--- src/rtl/dual_baud_pkg.sv ---
package dual_baud_pkg;
    localparam int REG_W  = 8;
    localparam int ADDR_W = 2;
    localparam int NPORT  = 2;

    localparam logic [ADDR_W-1:0] ADDR_CFG = 2'd2;

    localparam logic [1:0] MODE_SHIFT = 2'd0;
    localparam logic [1:0] MODE_FIX9  = 2'd2;

    // bit positions inside the rate register
    localparam int B_DBL0  = 0;
    localparam int B_DBL1  = 1;
    localparam int B_FEAL  = 2;
    localparam int B_RX0T2 = 3;
    localparam int B_TX0T2 = 4;

    typedef struct packed {
        logic tx0_t2;
        logic rx0_t2;
        logic fe_alias;
        logic dbl1;
        logic dbl0;
    } rate_cfg_t;

    typedef struct packed {
        logic       sm0;
        logic       sm1;
        logic       fast;
        logic [4:0] low;
        logic       fe;
    } port_ctl_t;
endpackage

--- src/rtl/dual_baud_regs.sv ---
module dual_baud_regs
    import dual_baud_pkg::*;
(
    input  logic                    clk,
    input  logic                    rst_n,
    input  logic [NPORT-1:0]        fe_set,
    input  logic                    wr_en,
    input  logic [ADDR_W-1:0]       addr,
    input  logic [REG_W-1:0]        wr_data,
    output logic [REG_W-1:0]        rd_data,
    output logic [NPORT-1:0][1:0]   mode,
    output logic [NPORT-1:0]        fast,
    output rate_cfg_t               cfg
);
    typedef struct packed {
        port_ctl_t [NPORT-1:0] pc;
        rate_cfg_t             cfg;
    } reg_st_t;

    reg_st_t st_d, st_q;

    always_comb begin
        st_d = st_q;
        if (wr_en) begin
            for (int p = 0; p < NPORT; p++) begin
                if (addr == ADDR_W'(p)) begin
                    st_d.pc[p].sm1  = wr_data[6];
                    st_d.pc[p].fast = wr_data[5];
                    st_d.pc[p].low  = wr_data[4:0];
                    if (st_q.cfg.fe_alias) st_d.pc[p].fe  = wr_data[7];
                    else                   st_d.pc[p].sm0 = wr_data[7];
                end
            end
            if (addr == ADDR_CFG) begin
                st_d.cfg.dbl0     = wr_data[B_DBL0];
                st_d.cfg.dbl1     = wr_data[B_DBL1];
                st_d.cfg.fe_alias = wr_data[B_FEAL];
                st_d.cfg.rx0_t2   = wr_data[B_RX0T2];
                st_d.cfg.tx0_t2   = wr_data[B_TX0T2];
            end
        end
        // a receiver report wins over a same-cycle write
        for (int p = 0; p < NPORT; p++) begin
            if (fe_set[p]) st_d.pc[p].fe = 1'b1;
        end
    end

    always_ff @(posedge clk) begin
        if (!rst_n) st_q <= '0;
        else        st_q <= st_d;
    end

    always_comb begin
        rd_data = '0;
        if (addr < ADDR_W'(NPORT)) begin
            rd_data = {st_q.cfg.fe_alias ? st_q.pc[addr[0]].fe : st_q.pc[addr[0]].sm0,
                       st_q.pc[addr[0]].sm1, st_q.pc[addr[0]].fast, st_q.pc[addr[0]].low};
        end else if (addr == ADDR_CFG) begin
            rd_data[B_DBL0]  = st_q.cfg.dbl0;
            rd_data[B_DBL1]  = st_q.cfg.dbl1;
            rd_data[B_FEAL]  = st_q.cfg.fe_alias;
            rd_data[B_RX0T2] = st_q.cfg.rx0_t2;
            rd_data[B_TX0T2] = st_q.cfg.tx0_t2;
        end
    end

    always_comb begin
        for (int p = 0; p < NPORT; p++) begin
            mode[p] = {st_q.pc[p].sm0, st_q.pc[p].sm1};
            fast[p] = st_q.pc[p].fast;
        end
        cfg = st_q.cfg;
    end
endmodule

--- src/rtl/dual_baud_tickgen.sv ---
module dual_baud_tickgen
    import dual_baud_pkg::*;
#(
    parameter int CW          = 6,
    parameter int DIV_SH_SLOW = 12,
    parameter int DIV_SH_FAST = 4,
    parameter int DIV_FIX     = 64,
    parameter int DIV_T1      = 32,
    parameter int DIV_T2      = 16
) (
    input  logic       clk,
    input  logic       rst_n,
    input  logic       restart,
    input  logic [1:0] mode,
    input  logic       fast,
    input  logic       dbl,
    input  logic       use_t2,
    input  logic       t1_ovf,
    input  logic       t2_ovf,
    output logic       bit_tick,
    output logic       shift_tick
);
    localparam logic [CW-1:0] LIM_SH_SLOW = CW'(DIV_SH_SLOW - 1);
    localparam logic [CW-1:0] LIM_SH_FAST = CW'(DIV_SH_FAST - 1);
    localparam logic [CW-1:0] LIM_FIX     = CW'(DIV_FIX - 1);
    localparam logic [CW-1:0] LIM_FIX_DBL = CW'(DIV_FIX / 2 - 1);
    localparam logic [CW-1:0] LIM_T1      = CW'(DIV_T1 - 1);
    localparam logic [CW-1:0] LIM_T1_DBL  = CW'(DIV_T1 / 2 - 1);
    localparam logic [CW-1:0] LIM_T2      = CW'(DIV_T2 - 1);

    typedef struct packed {
        logic [CW-1:0] cnt;
        logic          tick;
        logic          sh;
    } tg_st_t;

    tg_st_t        st_d, st_q;
    logic [CW-1:0] lim;
    logic          osc_src;
    logic          ev;

    always_comb begin
        osc_src = (mode == MODE_SHIFT) || (mode == MODE_FIX9);
        if (mode == MODE_SHIFT)     lim = fast ? LIM_SH_FAST : LIM_SH_SLOW;
        else if (mode == MODE_FIX9) lim = dbl ? LIM_FIX_DBL : LIM_FIX;
        else if (use_t2)            lim = LIM_T2;
        else                        lim = dbl ? LIM_T1_DBL : LIM_T1;
        ev = osc_src ? 1'b1 : (use_t2 ? t2_ovf : t1_ovf);

        st_d      = st_q;
        st_d.tick = 1'b0;
        st_d.sh   = 1'b0;
        if (restart) begin
            st_d.cnt = '0;
        end else if (ev) begin
            if (st_q.cnt >= lim) begin
                st_d.cnt  = '0;
                st_d.tick = 1'b1;
                st_d.sh   = (mode == MODE_SHIFT);
            end else begin
                st_d.cnt  = st_q.cnt + 1'b1;
            end
        end
    end

    always_ff @(posedge clk) begin
        if (!rst_n) st_q <= '0;
        else        st_q <= st_d;
    end

    assign bit_tick   = st_q.tick;
    assign shift_tick = st_q.sh;
endmodule

--- src/rtl/dual_baud_sel.sv ---
module dual_baud_sel
    import dual_baud_pkg::*;
#(
    parameter int CW          = 6,
    parameter int DIV_SH_SLOW = 12,
    parameter int DIV_SH_FAST = 4,
    parameter int DIV_FIX     = 64,
    parameter int DIV_T1      = 32,
    parameter int DIV_T2      = 16
) (
    input  logic              clk,
    input  logic              rst_n,
    input  logic              t1_ovf,
    input  logic              t2_ovf,
    input  logic [1:0]        fe_set,
    input  logic              wr_en,
    input  logic [1:0]        addr,
    input  logic [7:0]        wr_data,
    output logic [7:0]        rd_data,
    output logic [1:0]        tx_tick,
    output logic [1:0]        rx_tick,
    output logic [1:0]        sh_tick
);
    logic [NPORT-1:0][1:0] port_mode;
    logic [NPORT-1:0]      port_fast;
    rate_cfg_t             cfg;
    logic [NPORT-1:0]      restart;

    typedef struct packed {
        logic [NPORT-1:0][1:0] mode_prev;
    } top_st_t;

    top_st_t st_d, st_q;

    dual_baud_regs u_regs (
        .clk     (clk),
        .rst_n   (rst_n),
        .fe_set  (fe_set),
        .wr_en   (wr_en),
        .addr    (addr),
        .wr_data (wr_data),
        .rd_data (rd_data),
        .mode    (port_mode),
        .fast    (port_fast),
        .cfg     (cfg)
    );

    always_comb begin
        st_d = st_q;
        for (int p = 0; p < NPORT; p++) begin
            restart[p]      = (port_mode[p] != st_q.mode_prev[p]);
            st_d.mode_prev[p] = port_mode[p];
        end
    end

    always_ff @(posedge clk) begin
        if (!rst_n) st_q <= '0;
        else        st_q <= st_d;
    end

    // dir 0 = transmit, dir 1 = receive
    for (genvar gp = 0; gp < NPORT; gp++) begin : g_port
        logic [1:0] bt, stk;
        logic       dbl;
        assign dbl = (gp == 0) ? cfg.dbl0 : cfg.dbl1;
        for (genvar gd = 0; gd < 2; gd++) begin : g_dir
            logic use_t2;
            if (gp == 0) begin : g_sel
                assign use_t2 = (gd == 0) ? cfg.tx0_t2 : cfg.rx0_t2;
            end else begin : g_fix
                assign use_t2 = 1'b0;
            end
            dual_baud_tickgen #(
                .CW(CW), .DIV_SH_SLOW(DIV_SH_SLOW), .DIV_SH_FAST(DIV_SH_FAST),
                .DIV_FIX(DIV_FIX), .DIV_T1(DIV_T1), .DIV_T2(DIV_T2)
            ) u_gen (
                .clk        (clk),
                .rst_n      (rst_n),
                .restart    (restart[gp]),
                .mode       (port_mode[gp]),
                .fast       (port_fast[gp]),
                .dbl        (dbl),
                .use_t2     (use_t2),
                .t1_ovf     (t1_ovf),
                .t2_ovf     (t2_ovf),
                .bit_tick   (bt[gd]),
                .shift_tick (stk[gd])
            );
        end
        assign tx_tick[gp] = bt[0];
        assign rx_tick[gp] = bt[1];
        assign sh_tick[gp] = stk[0] & stk[1];
    end
endmodule

--- config.mk ---
export PLATFORM = sky130hd
export DESIGN_NAME = dual_baud_sel
export DESIGN_NICKNAME = d
export VERILOG_FILES = /design/src/rtl/dual_baud_pkg.sv /design/src/rtl/dual_baud_regs.sv /design/src/rtl/dual_baud_tickgen.sv /design/src/rtl/dual_baud_sel.sv
export SDC_FILE = /design/constraint.sdc
export NUM_CORES = 1
export LEC_CHECK = 0
export BUFFER_PORTS_ARGS = -buffer_cell sky130_fd_sc_hd__buf_2
export CORE_ASPECT_RATIO = 1.25
export CORE_MARGIN = 10
export CORE_UTILIZATION = 45
export CTS_BUF_LIST = sky130_fd_sc_hd__clkbuf_2 sky130_fd_sc_hd__clkbuf_4 sky130_fd_sc_hd__clkbuf_8
export DETAILED_ROUTE_END_ITERATION = 6
export MAX_ROUTING_LAYER = met4
export SETUP_SLACK_MARGIN = 0.05
export SYNTH_ARGS = -nofsm -noshare
export SYNTH_HDL_FRONTEND = slang
export SYNTH_SLANG_ARGS = --single-unit
export TNS_END_PERCENT = 100
--- constraint.sdc ---
create_clock -name clk -period 3 [get_ports clk]
set_input_delay 0.3 -clock clk [delete_from_list [all_inputs] [get_ports clk]]
set_output_delay 0.3 -clock clk [all_outputs]
set_load 0.01 [all_outputs]
# After elaboration in Yosys (flattened, before gate mapping)
# Cells that the tools add are included.
[word_totals] word_cells=124 ff_bits=59 out_inout_bits=14 input_bits=17
[op_classes] n_reduce_logical=27 n_addsub=4 mux=41 eq_ne=6 n_lt_le_gt_ge=6 bitwise=11
[op_table] op="2-to-1 mux 6 bit" count=13
[op_table] op="2-to-1 mux 5 bit" count=6
[op_table] op="2-to-1 mux 9 bit" count=3
[op_table] op="adder 6 x 1 -> 6 bit, second input constant" count=4
[op_table] op="greater-or-equal comparator 6 bit" count=4
[op_table] op="OR reduction 4 bit" count=4
[op_table] op="2-to-1 mux 15 bit" count=1
[op_table] op="AND reduction 3 bit" count=4
[op_table] op="nonzero test 2 bit" count=6
[op_table] op="2-to-1 mux 1 bit" count=11
[op_table] op="NOT 1 bit" count=9
[op_table] op="OR reduction 3 bit" count=3
[op_table] op="2-to-1 mux 2 bit" count=4
[op_table] op="2-to-1 mux 4 bit" count=2
[op_table] op="equality test 2 bit, second input constant" count=3
[op_table] op="zero test 2 bit" count=3
[op_table] op="AND reduction 2 bit" count=3
[op_table] op="!= test 2 bit" count=2
[op_table] op="OR reduction 2 bit" count=2
[op_table] op="2-to-1 mux 3 bit" count=1
[op_table] op="bitwise AND 1 bit" count=2
[op_table] op="equality test 2 x 1 -> 1 bit, second input constant" count=1
[op_table] op="logical OR 1 bit" count=2
[op_table] op="less-than comparator 1 x 2 -> 1 bit, second input constant" count=1
[op_table] op="less-than comparator 2 bit, second input constant" count=1

# Logic depth before layout (Yosys ltp)
# Gate-level depths: netlist of run 1.
[logic_depth] depth_word=7 ltp_mapped=9 ltp_nobuf=8

# Hierarchy
# From an unflattened synthesis of run 1, not the netlist that was laid out.
[unflattened] cells_unflattened=349 area_unflattened_um2=3388.2
[by_module_without_submodules] mod="dual_baud_tickgen" cells_each=52 n_inst=4 seq_area_each_um2=160.2 area_per_inst_um2=488.0
[by_module_without_submodules] mod="dual_baud_regs" cells_each=124 n_inst=1 seq_area_each_um2=460.4 area_per_inst_um2=1270.0
[by_module_without_submodules] mod="dual_baud_sel" cells_each=17 n_inst=1 seq_area_each_um2=80.1 area_per_inst_um2=166.4

# Worst setup path after synthesis of run 1
# Ideal clock, no wire load.
[synth_timing] path_kind="register to register" startpoint="register u_regs.st_q, in the netlist u_regs.mode[0]" endpoint="register g_port[0].g_dir[0].u_gen.st_q[3] (netlist bit)" path_buffers=1 t_arrival_ps=1986 stages_incl_launch_ff=9 t_required_ps=2934 synth_period_minus_slack_ps=2052 setup_time_ps=66 path_slack_ps=948 path_cell_list="dfxtp_1 > buf_2 > nand2b_1 > or2_2 > ha_1 > o2111a_2 > a221oi_4 > nand3b_2 > a21oi_2"
[synth_via] elab_chain_cells=5 elab_cells_between_ends=10 cone_classes="1 x order compare; 2 x eq/ne; 4 x mux; 3 x reduce/logical"
[synth_rtl] element="start, declared" line="dual_baud_regs.sv:20" source="reg_st_t st_d, st_q;"
[synth_rtl] element="start signal, assigned" line="dual_baud_regs.sv:50" source="else st_q <= st_d;"
[synth_rtl] element="equality test 2 bit" line="dual_baud_tickgen.sv:43, dual_baud_tickgen.sv:45"
[synth_rtl] element="2-to-1 mux 6 bit" line="dual_baud_tickgen.sv:45" source="else if (mode == MODE_FIX9) lim = dbl ? LIM_FIX_DBL : LIM_FIX;"
[synth_rtl] element="2-to-1 mux 6 bit" line="dual_baud_tickgen.sv:44" source="if (mode == MODE_SHIFT) lim = fast ? LIM_SH_FAST : LIM_SH_SLOW;"
[synth_rtl] element="greater-or-equal comparator 6 bit" line="dual_baud_tickgen.sv:56" source="if (st_q.cnt >= lim) begin"
[synth_rtl] element="2-to-1 mux 6 bit" line="dual_baud_tickgen.sv:56"
[synth_rtl] element="end signal, assigned" line="dual_baud_tickgen.sv:68" source="else st_q <= st_d;"
[synth_rtl] element="end, declared" line="dual_baud_tickgen.sv:37" source="tg_st_t st_d, st_q;"
# Several ways; a longest one is shown, not always the timed one.
# A chain may end at the register's enable or synchronous reset.

# Worst setup path after layout of run 1
[layout_timing] startpoint="register u_regs.st_q, in the netlist u_regs.mode[1]" endpoint="register g_port[0].g_dir[0].u_gen.st_q[3] (netlist bit)"
# Same word-level chain as after synthesis.

==> results of run 1 <==
## synth_stat cells, drive strengths merged (7+ instances only)
library cell,n,share of area [%]
nor2,13,1.5
clkbuf,9,1.2
buf,17,3.3
nand3,29,4.7
nor4,10,2.0
a21boi,8,1.9
ha,12,4.7
nor2b,18,3.6
and3,7,1.4
dfxtp,59,37
nor3,10,1.7
and2,10,2.0
nand2,53,6.3
o21ai,23,3.6
mux2i,22,6.9
a21oi,16,3.3
## worst max-delay path: stages, from the launching register on
cell and delay [ns]:
dfxtp_1 0.56, nand2b_1 0.15, or2_2 0.31, ha_1 0.33, o2111a_2 0.16, a221oi_4 0.40
nand3b_2 0.13, a21oi_2 0.14
## per-stage QoR
| step | hold slack [ns] | std cells | util (%) |
|---|---|---|---|
| 2_1_floorplan | 0.424 | 368 | - |
| 3_3_place_gp | 0.452 | 465 | 47.9 |
| 3_5_place_dp | 0.461 | 465 | 47.9 |
| 4_1_cts | 0.159 | 479 | 50.7 |
| 5_1_grt | 0.180 | 479 | 50.7 |
| 6_report | 0.171 | 479 | 50.7 |
## path summary, 6_finish.rpt
kind / from / to / slack (ns) / depth (start not counted)
worst max-delay path: u_regs.mode[1] / g_port[0].g_dir[0].u_gen.st_q[3] / 0.74 / 7
worst min-delay path: fe_set[1] / u_regs.st_q[14] / 0.17 / 2
worst max register to register: u_regs.mode[1] / g_port[0].g_dir[0].u_gen.st_q[3] / 0.74 / 7
worst min register to register: u_regs.st_q[15] / u_regs.st_q[15] / 0.47 / 2
## metal layers
| layer | track usage [%] | up-vias | wire [um] |
|---|---|---|---|
| met4 | 5.60 | 0 | 112 |
| met1 | 16.1 | 1262 | 3220 |
| met2 | 23.5 | 47 | 3550 |
| li1 | - | 1337 | - |
| met5 | - | - | 0 |
| met3 | 3.42 | 10 | 304 |
## flip-flops by register name, indices dropped and copies added, names as in the netlist
register                       cells
g_port.g_dir.u_gen.st_q           24
u_regs.st_q                       12
u_regs.cfg                         5
g_port.g_dir.u_gen.bit_tick        4
g_port.g_dir.u_gen.shift_tick      4
st_q                               4
u_regs.mode                        4
u_regs.fast                        2
## report_power, final
part | switching [mW] | internal (mW) | leakage (nW)
Clock | 0.306 | 0.441 | 0.104
Combinational | 0.104 | 0.0782 | 0.818
Sequential | 0.0294 | 0.814 | 0.480
Total | 0.440 | 1.33 | 1.40
## area by class of cell
cell class                      count  area (um^2)
Fill cell                         685         3420
Multi-Input combinational cell    282         1850
Clock buffer                       12          165
Sequential cell                    59         1180
Inverter                            1         3.75
Tap cell                           90          113
Clock inverter                      2         35.0
Timing Repair Buffer               33          173
## placed cells by master, fill, tap and decap left out, drive strengths merged, types with 4 or more instances in the layout
cell,n
dfxtp,59
nand2,53
buf,33
nand3,29
o21ai,23
mux2i,22
nor2b,18
a21oi,16
nor2,13
ha,12
clkbuf,12
and2,10
nor4,10
nor3,10
a21boi,8
and3,7
o21a,5
nor3b,5
or2,5
xnor2,4
## kinds of logic (layout without fill, tap and decap cells)
group                      Yosys count  in the layout
adders and majority gates           12             12
buffers and inverters               27             48
AOI/OAI and AO/OA                   71             71
DFF                                 59             59
and+or+nand+nor                    170            170
muxes                               25             25
xor gates and xnor gates             4              4
==> results.tsv, run 1 <==
metric	value	unit
H-tree depth	3	
first-pass GRT wire length	12200	um
Crit Path Class	flip-flop to flip-flop	
initial detailed-routing violation count	173	
Area Growth Syn to Fin	10.8	%
detailed placement HPWL	4860	um
fin worst setup slack	0.737	ns
leak pwr	1.40	nW
post-synthesis compound-gate area fraction	16.1	%
Avg Vias per Cell	5.54	
Routed Antenna Nets	0	
main combinational cell family by area after synthesis	simple AND/OR/NAND/NOR gates	
n_diodes	0	
WL per Instance	15.0	um
Worst Path Required	3.26	ns
Synth Area in XOR/XNOR	1.10	%
CP Launch Type	flip-flop	
CTS Buffer Depth	2	
post-CTS setup buffers	0	
Worst Clk Skew	0.00533	ns
core box area	6930	um^2
synthesized area per cell	8.63	um^2
total power	1.77	mW
power density cells	504	nW/um^2
measured slew at the worst slew-check pin	0.644	ns
Initial Util	45.8	%
final setup TNS	0	ns
drt total wl	7190	um
Synth Flop Type	dfxtp_1	
Die W	95.2	um
sequential area share after synthesis	37.2	%
CTS tree	yes	
final clock period utilization by the worst path	75.4	%
status	finished clean	
mux cell area share after synthesis	8.35	%
Netlist cell types	52	
CP endpoint kind	flip-flop	
Post-Layout Inst Area	3520	um^2
share of layout cells above drive strength 1	17.5	%
EDFF count, synth	0	
die area	10800	um^2
num rows	34	
clock-pin slew on the worst setup and hold paths	0.07	ns
Final Hold Violating Endpoints	0	
Synth Register Bits	59	
Slew Limit Fails	0	
First-pass DRT Iterations	4	
remaining global-route overflow	0	
routed vias	2656	
Post-DP Area	3320	um^2
synthesized instance count	368	
worst slack at placement	0.744	ns
Synth Area in Simple Gates	27.9	%
ys async rst share	0	%
Final Net Count	415	
Worst Hold Class	input port to flip-flop	
DRC Markers	0	
f_max	442	MHz
# hold bufs at CTS	0	
initial antenna violation count	0	
via count of the first global-routing pass	2585	
Synth Area in Adders	4.73	%
Worst Path Arrival	2.52	ns
Final Setup Violations	0	
clock latency on the worst-skew pair	0.33	ns
CP max FO	11	
root buffer cell	clkbuf_8	
synthesized net count	397	
Max Cap Violations	0	
Worst IR Drop VDD	0.000364	V
GP Congestion	0.807	
Ys Warns	0	
total global-route track usage	14.2	%
mapped cell area	3180	um^2
post-cts sizing count	0	
number of CTS-inserted buffers	9	
# IOs	31	
clock sink count	59	
# port buffers	30	
crit path time final	2.26	ns
largest net degree at the start of global routing	31	
Max transition margin	56.9	%
RSZ-0062 raised after global routing	no	
Vert. Die Dim	114	um
(Power assumes the default switching activity.)
==> inputs of run 2 (changes only) <==
--- a/config.mk
+++ b/config.mk
@@ -5,6 +5,7 @@
 export SDC_FILE = /design/constraint.sdc
 export NUM_CORES = 1
 export LEC_CHECK = 0
+export ABC_AREA = 1
 export BUFFER_PORTS_ARGS = -buffer_cell sky130_fd_sc_hd__buf_2
 export CORE_ASPECT_RATIO = 1.25
 export CORE_MARGIN = 10
==> constraint.sdc (replaced) <==
create_clock -name clk -period 2.24 [get_ports clk]
set_input_delay 0.224 -clock clk [delete_from_list [all_inputs] [get_ports clk]]
set_output_delay 0.224 -clock clk [all_outputs]
set_load 0.01 [all_outputs]
==> run 2 against run 1 <==
Critical path depth is 5 higher. Highest routed layer unchanged. Combinational power is 44% higher. Clock-buffer cell count is 1 lower. Critical endpoint is now g_port[0].g_dir[0].u_gen.st_q[7]. Sequential power is 35% higher. Die area is 6.2% lower. Global-route usage is 0.37 points lower. Via count is 5.6% lower. Clock power is 16% higher.
==> results.tsv, run 2 <==
metric	value	unit	change
power density cells	682	nW/um^2	+35%
final clock period utilization by the worst path	82.6	%	+7.1 points
Post-Layout Inst Area	3330	um^2	-5.4%
Vert. Die Dim	110	um	-3.2%
worst hold path depth	3		+1
non-filler cells, final	525		+9.6%
Crit path top cell by count	nand2_1		
area leader, netlist	dfxtp_1		
CTS Buffer Depth	2		unchanged
post-CTS setup buffers	0		unchanged
Worst Clk Skew	0.00842	ns	+0.00309 ns
M1 GR Usage	15.4	%	-0.63 points
RSZ-0062 raised after global routing	no		
most frequent cells in the layout	nand2_1 (71), nor2_1 (65), inv_1 (59), dfxtp_1 (59)		
# IOs	31		unchanged
post-cts sizing count	0		unchanged
Buf/Inv on CP	1		+1
initial detailed-routing violation count	75		-57%
met2 usage	23.0	%	-0.43 points
routed vias	2508		-5.6%
Worst Path Arrival	2.12	ns	-0.40 ns
met3 track demand over resource	3.11	%	-0.31 points
clock-pin slew on the worst setup and hold paths	0.06	ns	about the same
drt total wl	6210	um	-14%
Routed Antenna Nets	0		unchanged
r2r setup slk	0.39	ns	-0.35 ns
total global-route track usage	13.8	%	-0.37 points
Final Setup Violations	0		unchanged
Max transition margin	67.8	%	+11 points
most common cell after layout, fill and taps aside	nand2_1		
ys async rst share	0	%	unchanged
first-pass GRT wire length	11100	um	-8.9%
# port buffers	30		unchanged
status	finished clean		
number of CTS-inserted buffers	9		unchanged
top post-synthesis cells by area	dfxtp_1 (40%), nand2_1 (9.1%), nor2_1 (8.3%)		
Pint	1.65	mW	+24%
synthesized net count	430		+8.3%
WL per Instance	11.8	um	-21%
register area	1180	um^2	unchanged
EDFF count, synth	0		unchanged
root buffer cell	clkbuf_8		
n_diodes	0		unchanged
worst-case reg-to-reg path depth	12		+5
clock sink count	59		unchanged
Die W	92.2	um	-3.1%
leak pwr	1.65	nW	+18%
Clock Power Share	38.2	%	-3.9 points
worst path cell trace	nor2_1 -> a31oi_1 -> ha_1 -> inv_1 -> a21oi_1 -> nand2_1 -> nand2_1 -> nand2_1 -> nand2_1 -> nand2_1 -> nand2_2 -> nor2_1		
CP Launch Type	flip-flop		
Ys Warns	0		unchanged
Slowest Stage Delay on Critical Path	0.62	ns	+0.06 ns
synthesized instance count	401		+9.0%
share of layout cells above drive strength 1	15.9	%	-1.6 points
placed cell count	510		+9.7%
CTS tree	yes		
measured slew at the worst slew-check pin	0.482	ns	-0.162 ns
Final Net Count	465		+12%
clock latency on the worst-skew pair	0.33	ns	about the same
Hold Path End	u_regs.st_q[17]		
sequential power share	50.2	%	+2.6 points
Worst Path Required	2.51	ns	-0.75 ns
Synth Flop Type	dfxtp_1		
mapped cell area	2930	um^2	-7.6%
initial antenna violation count	0		unchanged
num rows	32		-5.9%
CP endpoint kind	flip-flop		
worst slack at placement	0.388	ns	-0.356 ns
r2r startpoint	u_regs.mode[0]		
First-pass DRT Iterations	5		+1
Hold Startpoint	wr_data[2]		
Synth top area share	40.3	%	+3.1 points
Synth Register Bits	59		unchanged
detailed placement HPWL	4760	um	-2.0%
Logic pwr share	11.6	%	+1.3 points
DRC Markers	0		unchanged
Worst Hold Class	input port to flip-flop		
Fillers	649		-5.3%
synthesized area per cell	7.32	um^2	-15%
f_max	541	MHz	+22%
Slew Limit Fails	0		unchanged
Crit Path Class	flip-flop to flip-flop		
CP top delay family	simple AND/OR/NAND/NOR gates		
Post-DP Area	3150	um^2	-5.1%
sw frac	27.2	%	+2.4 points
Netlist cell types	28		-46%
Initial Util	47.0	%	+1.2 points
core box area	6250	um^2	-9.9%
area of the multi-input gates	1460	um^2	-21%
switching pwr	616	uW	+40%
max FFs per register	24		unchanged
synth cell count leaders	nand2_1 (71), nor2_1 (65), dfxtp_1 (59), inv_1 (59), o21ai_0 (30)		
Max Cap Violations	0		unchanged
sequential area share after synthesis	40.3	%	+3.1 points
Reg-to-Reg End	g_port[0].g_dir[0].u_gen.st_q[7]		
busiest grt layer	met2		
Final Hold Violating Endpoints	0		unchanged
GP Congestion	0.816		+1.1%
remaining global-route overflow	0		unchanged
Area Growth Syn to Fin	13.4	%	
die area	10200	um^2	-6.2%
CP max FO	10		-1
largest register by flop count	g_port.g_dir.u_gen.st_q		
Avg Vias per Cell	4.78		-14%
Worst path slowest cell	dfxtp_1		
top-count cell post-synth	nand2_1		
via count of the first global-routing pass	2503		-3.2%
fin worst setup slack	0.391	ns	-0.346 ns
largest net degree at the start of global routing	27		-13%
H-tree depth	3		unchanged
Worst IR Drop VDD	0.000467	V	+28%
crit path time final	1.85	ns	-0.414 ns
# hold bufs at CTS	0		unchanged
final setup TNS	0	ns	unchanged
run 2: cell types whose count changed in the layout (fill, tap and decap cells not counted), sizes merged, moves of 10 or more:
cell / previous run / this run
inv: 1 / 64
xor2: 0 / 15
nor4: 10 / 0
nor2b: 18 / 0
nor2: 13 / 73
mux2i: 22 / 2
nand2: 53 / 78
and2: 10 / 0
run 2: routing by layer:
layer | wire (um) | part of all wire, % | vias to the layer above
met5 | 0 | 0 | -
met4 | 103 | 1.7 | 0
met3 | 250 | 4.0 | 10
met2 | 2990 | 48 | 45
met1 | 2870 | 46 | 1124
li1 | - | - | 1329
run 2: worst max path at each step:
stage | slack [ns] | cells past startpoint | start | end
3_3_place_gp | 0.40 | 12 | u_regs.mode[0] | g_port[0].g_dir[0].u_gen.st_q[6]
4_1_cts | 0.37 | 12 | u_regs.mode[0] | g_port[0].g_dir[0].u_gen.st_q[7]
6_report | 0.39 | 12 | u_regs.mode[0] | g_port[0].g_dir[0].u_gen.st_q[7]
5_1_grt | 0.13 | 12 | u_regs.mode[0] | g_port[0].g_dir[0].u_gen.st_q[7]
2_1_floorplan | 0.62 | 12 | u_regs.mode[2] | g_port[1].g_dir[0].u_gen.st_q[4]
3_5_place_dp | 0.39 | 12 | u_regs.mode[0] | g_port[0].g_dir[0].u_gen.st_q[5]
run 2: area by class of cell:
| type | instances | share of cell area (%) |
|---|---|---|
| clock buffers | 11 | 4.55 |
| clock inverters | 4 | 0.790 |
| inverters | 64 | 7.22 |
| multi-input cells | 271 | 44.0 |
| flip-flops and latches | 59 | 35.5 |
| well taps | 85 | 3.20 |
| repair buffers | 31 | 4.74 |
run 2: logic make-up after synthesis:
logic type               synth area share, %
AND/OR/NAND/NOR                         27.2
adder cells (fa/ha/maj)                 5.12
AO/OA/AOI/OAI                           11.2
multiplexers                            1.07
flip-flops                              40.3
buffers and inverters                   9.85
XOR/XNOR                                5.37
run 2: per-stage QoR:
stage               utilization, %  hold WS, ns  power, mW
floorplan                        -        0.359       1.35
global placement              50.4        0.471       1.42
detailed placement            50.4        0.474       1.43
CTS                           53.3        0.134       2.30
global route                  53.3        0.158       2.40
finish                        53.3        0.144       2.27
run 2: power groups by stage:
stage	Clock [mW]	Sequential (mW)	Combinational [mW]
3_3_place_gp	0	1.16	0.263
3_5_place_dp	0	1.16	0.266
2_1_floorplan	0	1.15	0.195
4_1_cts	0.894	1.14	0.267
5_1_grt	0.950	1.15	0.309
6_report	0.867	1.14	0.263
run 2: worst min-delay path, stage by stage:
cell    delay, ns
buf_2        0.09
nor2_1       0.04
nor2_1       0.08
